==> src/rtl/bfc_pkg.sv <==
`timescale 1ns/1ps
package bfc_pkg;

  // Next lane that receives a lone token from a healthy balancer.
  typedef enum logic {
    SEND_LOW  = 1'b0,
    SEND_HIGH = 1'b1
  } bal_dir_e;

  // Lower lane served by balancer b in a layer whose groups hold 2**gl lanes.
  function automatic int lane_low(int b, int gl);
    int half;
    half = 1 << (gl - 1);
    return (b / half) * (1 << gl) + (b % half);
  endfunction

  // Mirror partner of lane_low inside the same group.
  function automatic int lane_high(int b, int gl);
    int half;
    half = 1 << (gl - 1);
    return (b / half) * (1 << gl) + ((1 << gl) - 1 - (b % half));
  endfunction

endpackage

==> src/rtl/bfc_bal.sv <==
`timescale 1ns/1ps
module bfc_bal
  import bfc_pkg::*;
(
  input  logic clk,
  input  logic rst,
  input  logic adv,
  input  logic fault,
  input  logic tok_lo,
  input  logic tok_hi,
  output logic out_lo,
  output logic out_hi
);

  bal_dir_e dir_q;
  bal_dir_e dir_d;
  logic     lone;

  always_comb begin
    lone   = tok_lo ^ tok_hi;
    dir_d  = dir_q;
    out_lo = tok_lo;
    out_hi = tok_hi;
    if (!fault && lone) begin
      out_lo = (dir_q == SEND_LOW);
      out_hi = (dir_q == SEND_HIGH);
      dir_d  = (dir_q == SEND_LOW) ? SEND_HIGH : SEND_LOW;
    end
  end

  always_ff @(posedge clk) begin
    if (rst)      dir_q <= SEND_LOW;
    else if (adv) dir_q <= dir_d;
  end

  // a lone token on a healthy balancer flips its direction
  a_r3_lone_flips: assert property (@(posedge clk) disable iff (rst)
    (adv && !fault && (tok_lo != tok_hi)) |=> (dir_q != $past(dir_q)));

  // a pair of tokens leaves the direction untouched
  a_r4_pair_holds: assert property (@(posedge clk) disable iff (rst)
    (adv && !fault && tok_lo && tok_hi) |=> $stable(dir_q));

  // a faulted balancer keeps its direction
  a_r7_fault_freezes: assert property (@(posedge clk) disable iff (rst)
    (adv && fault) |=> $stable(dir_q));

endmodule

==> src/rtl/bfc_layer.sv <==
`timescale 1ns/1ps
module bfc_layer
  import bfc_pkg::*;
#(
  parameter int N  = 4,
  parameter int GL = 2
) (
  input  logic           clk,
  input  logic           rst,
  input  logic           adv,
  input  logic [N/2-1:0] fault,
  input  logic [N-1:0]   d,
  output logic [N-1:0]   q
);

  localparam int HALF = N / 2;

  logic [N-1:0] nxt;

  for (genvar b = 0; b < HALF; b++) begin : g_bal
    localparam int LO = lane_low(b, GL);
    localparam int HI = lane_high(b, GL);
    bfc_bal u_bal (
      .clk    (clk),
      .rst    (rst),
      .adv    (adv),
      .fault  (fault[b]),
      .tok_lo (d[LO]),
      .tok_hi (d[HI]),
      .out_lo (nxt[LO]),
      .out_hi (nxt[HI])
    );
  end

  always_ff @(posedge clk) begin
    if (rst)      q <= '0;
    else if (adv) q <= nxt;
  end

  // a layer neither loses nor creates tokens
  a_r5_layer_conserves: assert property (@(posedge clk) disable iff (rst)
    adv |=> ($countones(q) == $past($countones(d))));

endmodule

==> src/rtl/bfc_block.sv <==
`timescale 1ns/1ps
module bfc_block #(
  parameter int N = 4
) (
  input  logic                        clk,
  input  logic                        rst,
  input  logic                        adv,
  input  logic [$clog2(N)*N/2-1:0]    fault,
  input  logic [N-1:0]                d,
  output logic [N-1:0]                q
);

  localparam int LAYERS = $clog2(N);
  localparam int HALF   = N / 2;

  logic [N-1:0] lane [LAYERS+1];

  assign lane[0] = d;

  for (genvar l = 0; l < LAYERS; l++) begin : g_layer
    bfc_layer #(
      .N  (N),
      .GL (LAYERS - l)
    ) u_layer (
      .clk   (clk),
      .rst   (rst),
      .adv   (adv),
      .fault (fault[l*HALF +: HALF]),
      .d     (lane[l]),
      .q     (lane[l+1])
    );
  end

  assign q = lane[LAYERS];

endmodule

==> src/rtl/bfc_chain.sv <==
`timescale 1ns/1ps
module bfc_chain #(
  parameter int N      = 4,
  parameter int BLOCKS = 2
) (
  input  logic                                clk,
  input  logic                                rst,
  input  logic                                adv,
  input  logic [BLOCKS*$clog2(N)*N/2-1:0]     fault,
  input  logic [N-1:0]                        d,
  output logic [N-1:0]                        q
);

  localparam int BF = $clog2(N) * N / 2;

  logic [N-1:0] link [BLOCKS+1];

  assign link[0] = d;

  for (genvar s = 0; s < BLOCKS; s++) begin : g_blk
    bfc_block #(.N(N)) u_blk (
      .clk   (clk),
      .rst   (rst),
      .adv   (adv),
      .fault (fault[s*BF +: BF]),
      .d     (link[s]),
      .q     (link[s+1])
    );
  end

  assign q = link[BLOCKS];

endmodule

==> src/rtl/bfc_corrector.sv <==
`timescale 1ns/1ps
module bfc_corrector #(
  parameter int N          = 4,
  parameter int UP_BLOCKS  = 2,
  parameter int FIX_STAGES = 2
) (
  input  logic                                 clk,
  input  logic                                 rst,
  input  logic [N-1:0]                         in_valid,
  output logic                                 in_ready,
  output logic [N-1:0]                         out_valid,
  input  logic                                 out_ready,
  input  logic [UP_BLOCKS*$clog2(N)*N/2-1:0]   fault_inj,
  output logic [N-1:0]                         raw_valid
);

  localparam int FIX_F = FIX_STAGES * $clog2(N) * N / 2;

  logic         adv;
  logic [N-1:0] mid;

  assign adv      = out_ready;
  assign in_ready = adv;

  bfc_chain #(
    .N      (N),
    .BLOCKS (UP_BLOCKS)
  ) u_up (
    .clk   (clk),
    .rst   (rst),
    .adv   (adv),
    .fault (fault_inj),
    .d     (in_valid),
    .q     (mid)
  );

  bfc_chain #(
    .N      (N),
    .BLOCKS (FIX_STAGES)
  ) u_fix (
    .clk   (clk),
    .rst   (rst),
    .adv   (adv),
    .fault ({FIX_F{1'b0}}),
    .d     (mid),
    .q     (out_valid)
  );

  assign raw_valid = mid;

  // a stalled cycle holds both output beats
  a_r9_stall_holds: assert property (@(posedge clk) disable iff (rst)
    !out_ready |=> ($stable(out_valid) && $stable(raw_valid)));

endmodule

==> config.mk <==
export PLATFORM = sky130hd
export DESIGN_NAME = bfc_corrector
export DESIGN_NICKNAME = d
export VERILOG_FILES = /design/src/rtl/bfc_pkg.sv /design/src/rtl/bfc_bal.sv /design/src/rtl/bfc_layer.sv /design/src/rtl/bfc_block.sv /design/src/rtl/bfc_chain.sv /design/src/rtl/bfc_corrector.sv
export SDC_FILE = /design/constraint.sdc
export NUM_CORES = 1
export LEC_CHECK = 0
export ABC_CLOCK_PERIOD_IN_PS = 2020
export BUFFER_PORTS_ARGS = -buffer_cell sky130_fd_sc_hd__buf_2
export CAP_MARGIN = 10
export CORE_ASPECT_RATIO = 1.75
export CORE_UTILIZATION = 28
export DETAILED_ROUTE_END_ITERATION = 12
export SETUP_SLACK_MARGIN = 0.02
export SYNTH_ARGS = -nofsm -noshare
export SYNTH_HDL_FRONTEND = slang
export SYNTH_SLANG_ARGS = --single-unit
==> constraint.sdc <==
create_clock -name clk -period 2.02 [get_ports clk]
set_clock_uncertainty 0.15 [all_clocks]
set_input_delay 0.101 -clock clk [delete_from_list [all_inputs] [get_ports clk]]
set_output_delay 0.101 -clock clk [all_outputs]
set_load 0.02 [all_outputs]
==> flow_summary_export.csv <==
group,metric,value,unit
pwr,pwr_density_cell,825,nW/um^2
setup_path,worstPathArrival,1360,ps
clocking,clkTransAtPathRegs,60,ps
grt,overflow,0,
synth,synth.area.top_cells,"dfxtp_1 (40%), a311oi_1 (8.4%), o21ai_0 (7.9%), nor2_1 (5.3%), nand2b_1 (4.7%)",
sta,fin_ws,729,ps
setup_path,crit_path_start_kind,"input port",
pwr,peakVddDrop,0.420,mV
synth,synth_xor_area_share,5.82,%
layout,final_cells,420,
placement,dpl-instance-area,2580,um^2
drt,drtIter0Drc,67,
drt,drc,0,
pwr,power,2.28,mW
synth,ys_seq_area_share,39.9,%
floorplan,num_rows,44,
clocking,cts_buffers,5,
layout,seq_area,961,um^2
status,status,"completed",
grt,grt_max_degree,39,
synth,syn-cell-area,2410,um^2
grt,grtUsageMet2,22.2,%
layout,antennaDiodeCount,0,
clocking,clkLatencyLatePin,280,ps
synth,synth_top_family_by_area,"compound AO/OA/AOI/OAI gates",
layout,final_core_util,33.2,%
floorplan,core_area,8310,um^2
synth,synthAdderAreaFrac,0,%
setup_path,ff2ff_setup_slack,790,ps
floorplan,die_x,72.1,um
drt,drtPass1Iterations,4,
synth,netlist.area_leader.share,39.9,%
grt,grtUsageMet1,13.1,%
sta,hold_viol,0,
layout,nets,319,
synth,yosys-mux-area-fraction,0,%
floorplan,io_pins,24,
sta,fin_crit_sh,63.9,%
synth,synth.avg_cell_area,8.40,um^2
setup_path,end_kind,"register",
pwr,p_leak,1.03,nW
sta,final.setup.tns,0,ps
sta,setup_violations,0,
placement,dp_cells,410,
grt,grt_usage,12.1,%
layout,multi_input_area,1300,um^2
synth,synth_cells,287,
clocking,cts_tree,"yes",
synth,yosysWarnings,0,
drt,wl_per_cell,11.9,um
clocking,cts_buffer_depth,2,
sta,period_needed,1290,ps
drt,dr_total_vias,2056,
sta,grt_setup_unrepaired,"false",
drt,wirelength,5.00,mm
synth,synth_seq_cells,48,
synth,syn_nets,302,
placement,io_buffer_count,23,
synth,synth_top_cell_by_area,"dfxtp_1",
layout,drive_above_1_share,11.5,%
grt,grt_busiest_layer,"met2",
floorplan,start_util,29.0,%
floorplan,design.die.area,9000,um^2
setup_path,crit_type,"input port to register",
grt,antenna_found_initial,0,
grt,grt_util_met3,2.02,%
sta,slew_violations,0,
setup_path,required,2090,ps
drt,postRouteAntennaNets,0,
layout,area_growth,14.7,%
layout,fill_cells,885,
synth,synth_compound_area_share,31.1,%
layout,stdcell_area,2760,um^2
clocking,post_cts_resized,0,
job,cap_violations,0,
clocking,htreeDepth,2,
sta,hold_ws,34.8,ps
floorplan,die_h,125,um
sta,max_freq,775,MHz
setup_path,worst-path-max-fanout,5,
grt,grt_pass1_wl,8.80,mm
sta,max_slew_margin,59.3,%
synth,synthSimpleGateAreaFrac,17.0,%
placement,gp_congestion,0.729,
sta,worst_slew_pin_slew,608,ps
setup_path,rr_startpoint,"u_up.g_blk[0].u_blk.g_layer[1].u_layer.q[3]",
hold_path,hold_end,"u_up.g_blk[0].u_blk.g_layer[1].u_layer.q[0]",
drt,vias_per_cell,4.90,
placement,pre_cts_ws,608,ps
hold_path,min_path_type,"input port to register",
clocking,numClockSinks,48,
synth,synth_cell_type_count,25,
grt,first_global_vias,1885,
hold_path,hold_start,"fault_inj[2]",
hold_path,min_path_cells,4,
clocking,cts-root-buf,"clkbuf_16",
setup_path,ff2ff_path_depth,3,
placement,place_hpwl,3.63,mm
## worst max-delay path by stage
stage | startpoint | to | slack [ps] | depth (start not counted)
finish | in_valid[3] | register | 730 | 5
global route | in_valid[3] | register | 680 | 5
CTS | in_valid[3] | register | 730 | 5
detailed placement | out_ready | register | 610 | 4
global placement | out_ready | u_fix.g_blk[1].u_blk.g_layer[1].u_layer.q[3] | 600 | 4
floorplan | u_fix.g_blk[0].u_blk.g_layer[1].u_layer.q[0] | register | 900 | 3
## cell usage in the layout (no fill, tap or decap)
cell type | netlist | final
a32o_1 | 7 | 7
buf_2 | 3 | 23
o21ai_0 | 38 | 38
bufinv_16 | 0 | 1
a311oi_1 | 23 | 23
dlygate4sd3_1 | 0 | 2
a31o_1 | 6 | 6
buf_4 | 6 | 2
dfxtp_1 | 48 | 48
nand2_1 | 18 | 18
a21o_1 | 7 | 7
xnor2_1 | 8 | 8
a31o_2 | 2 | 2
inv_1 | 7 | 7
xor2_1 | 8 | 8
buf_12 | 0 | 1
o21ai_1 | 4 | 4
clkbuf_16 | 0 | 5
o21bai_1 | 7 | 7
a211oi_1 | 1 | 1
nor2b_1 | 7 | 7
and2b_1 | 1 | 1
clkbuf_1 | 4 | 1
a21oi_1 | 17 | 17
nand2b_1 | 18 | 18
nor2_1 | 34 | 34
or3_1 | 8 | 8
clkinv_2 | 0 | 1
## synth_stat cells (all sizes together)
master and number:
nor2b 7, nor2 34, a21o 7, nand2 18, xor2 8, o21ai 42, a32o 7, buf 14
or3 8, a211oi 1, o21bai 7, a311oi 23, inv 7, xnor2 8, a21oi 17, dfxtp 48
and2b 1, a31o 8, clkbuf 4, nand2b 18
## critical path: stages
cell and delay [ps]:
dlygate4sd3_1 530, buf_2 150, xnor2_1 130, or3_1 300
a21oi_1 140
## area by class of cell
class / instances / share of cell area, %
Clock buffer: 6 / 4.66
Timing Repair Buffer: 28 / 6.16
Tap cell: 115 / 5.21
Multi-Input combinational cell: 214 / 47.0
Sequential cell: 48 / 34.8
Clock inverter: 2 / 1.27
Inverter: 7 / 0.951
## routing by layer
layer  vias to the layer above  part of all wire [%]
li1                       1070                     -
met1                       955                    41
met2                        22                    55
met3                         9                   1.9
met4                         0                   2.3
met5                         -                     0
## report_power, final
| group | internal (mW) | leakage [nW] | switching, mW | total (mW) |
|---|---|---|---|---|
| combinational | 0.126 | 0.556 | 0.143 | 0.269 |
| sequential | 1.01 | 0.394 | 0.0708 | 1.08 |
| clock | 0.583 | 0.0808 | 0.351 | 0.934 |
## cells by family after synthesis
family,Yosys count
compound gates,112
simple gates,86
flops,48
buf+inv,25
xor+xnor,16
## flip-flops by register name (all words and copies together), names as in the netlist
signal,count
u_fix.g_blk.u_blk.g_layer.u_layer.q,16
u_up.g_blk.u_blk.g_layer.u_layer.q,16
u_fix.g_blk.u_blk.g_layer.u_layer.g_bal.u_bal.dir_q,8
u_up.g_blk.u_blk.g_layer.u_layer.g_bal.u_bal.dir_q,8
## timing repair
action | in CTS | in global routing
hold buffers | 2 | 0
endpoints found under the hold margin | 2 | 0
setup buffers | 0 | 0
setup endpoints to repair | 0 | 0
Power figures use the tool's default switching activity.
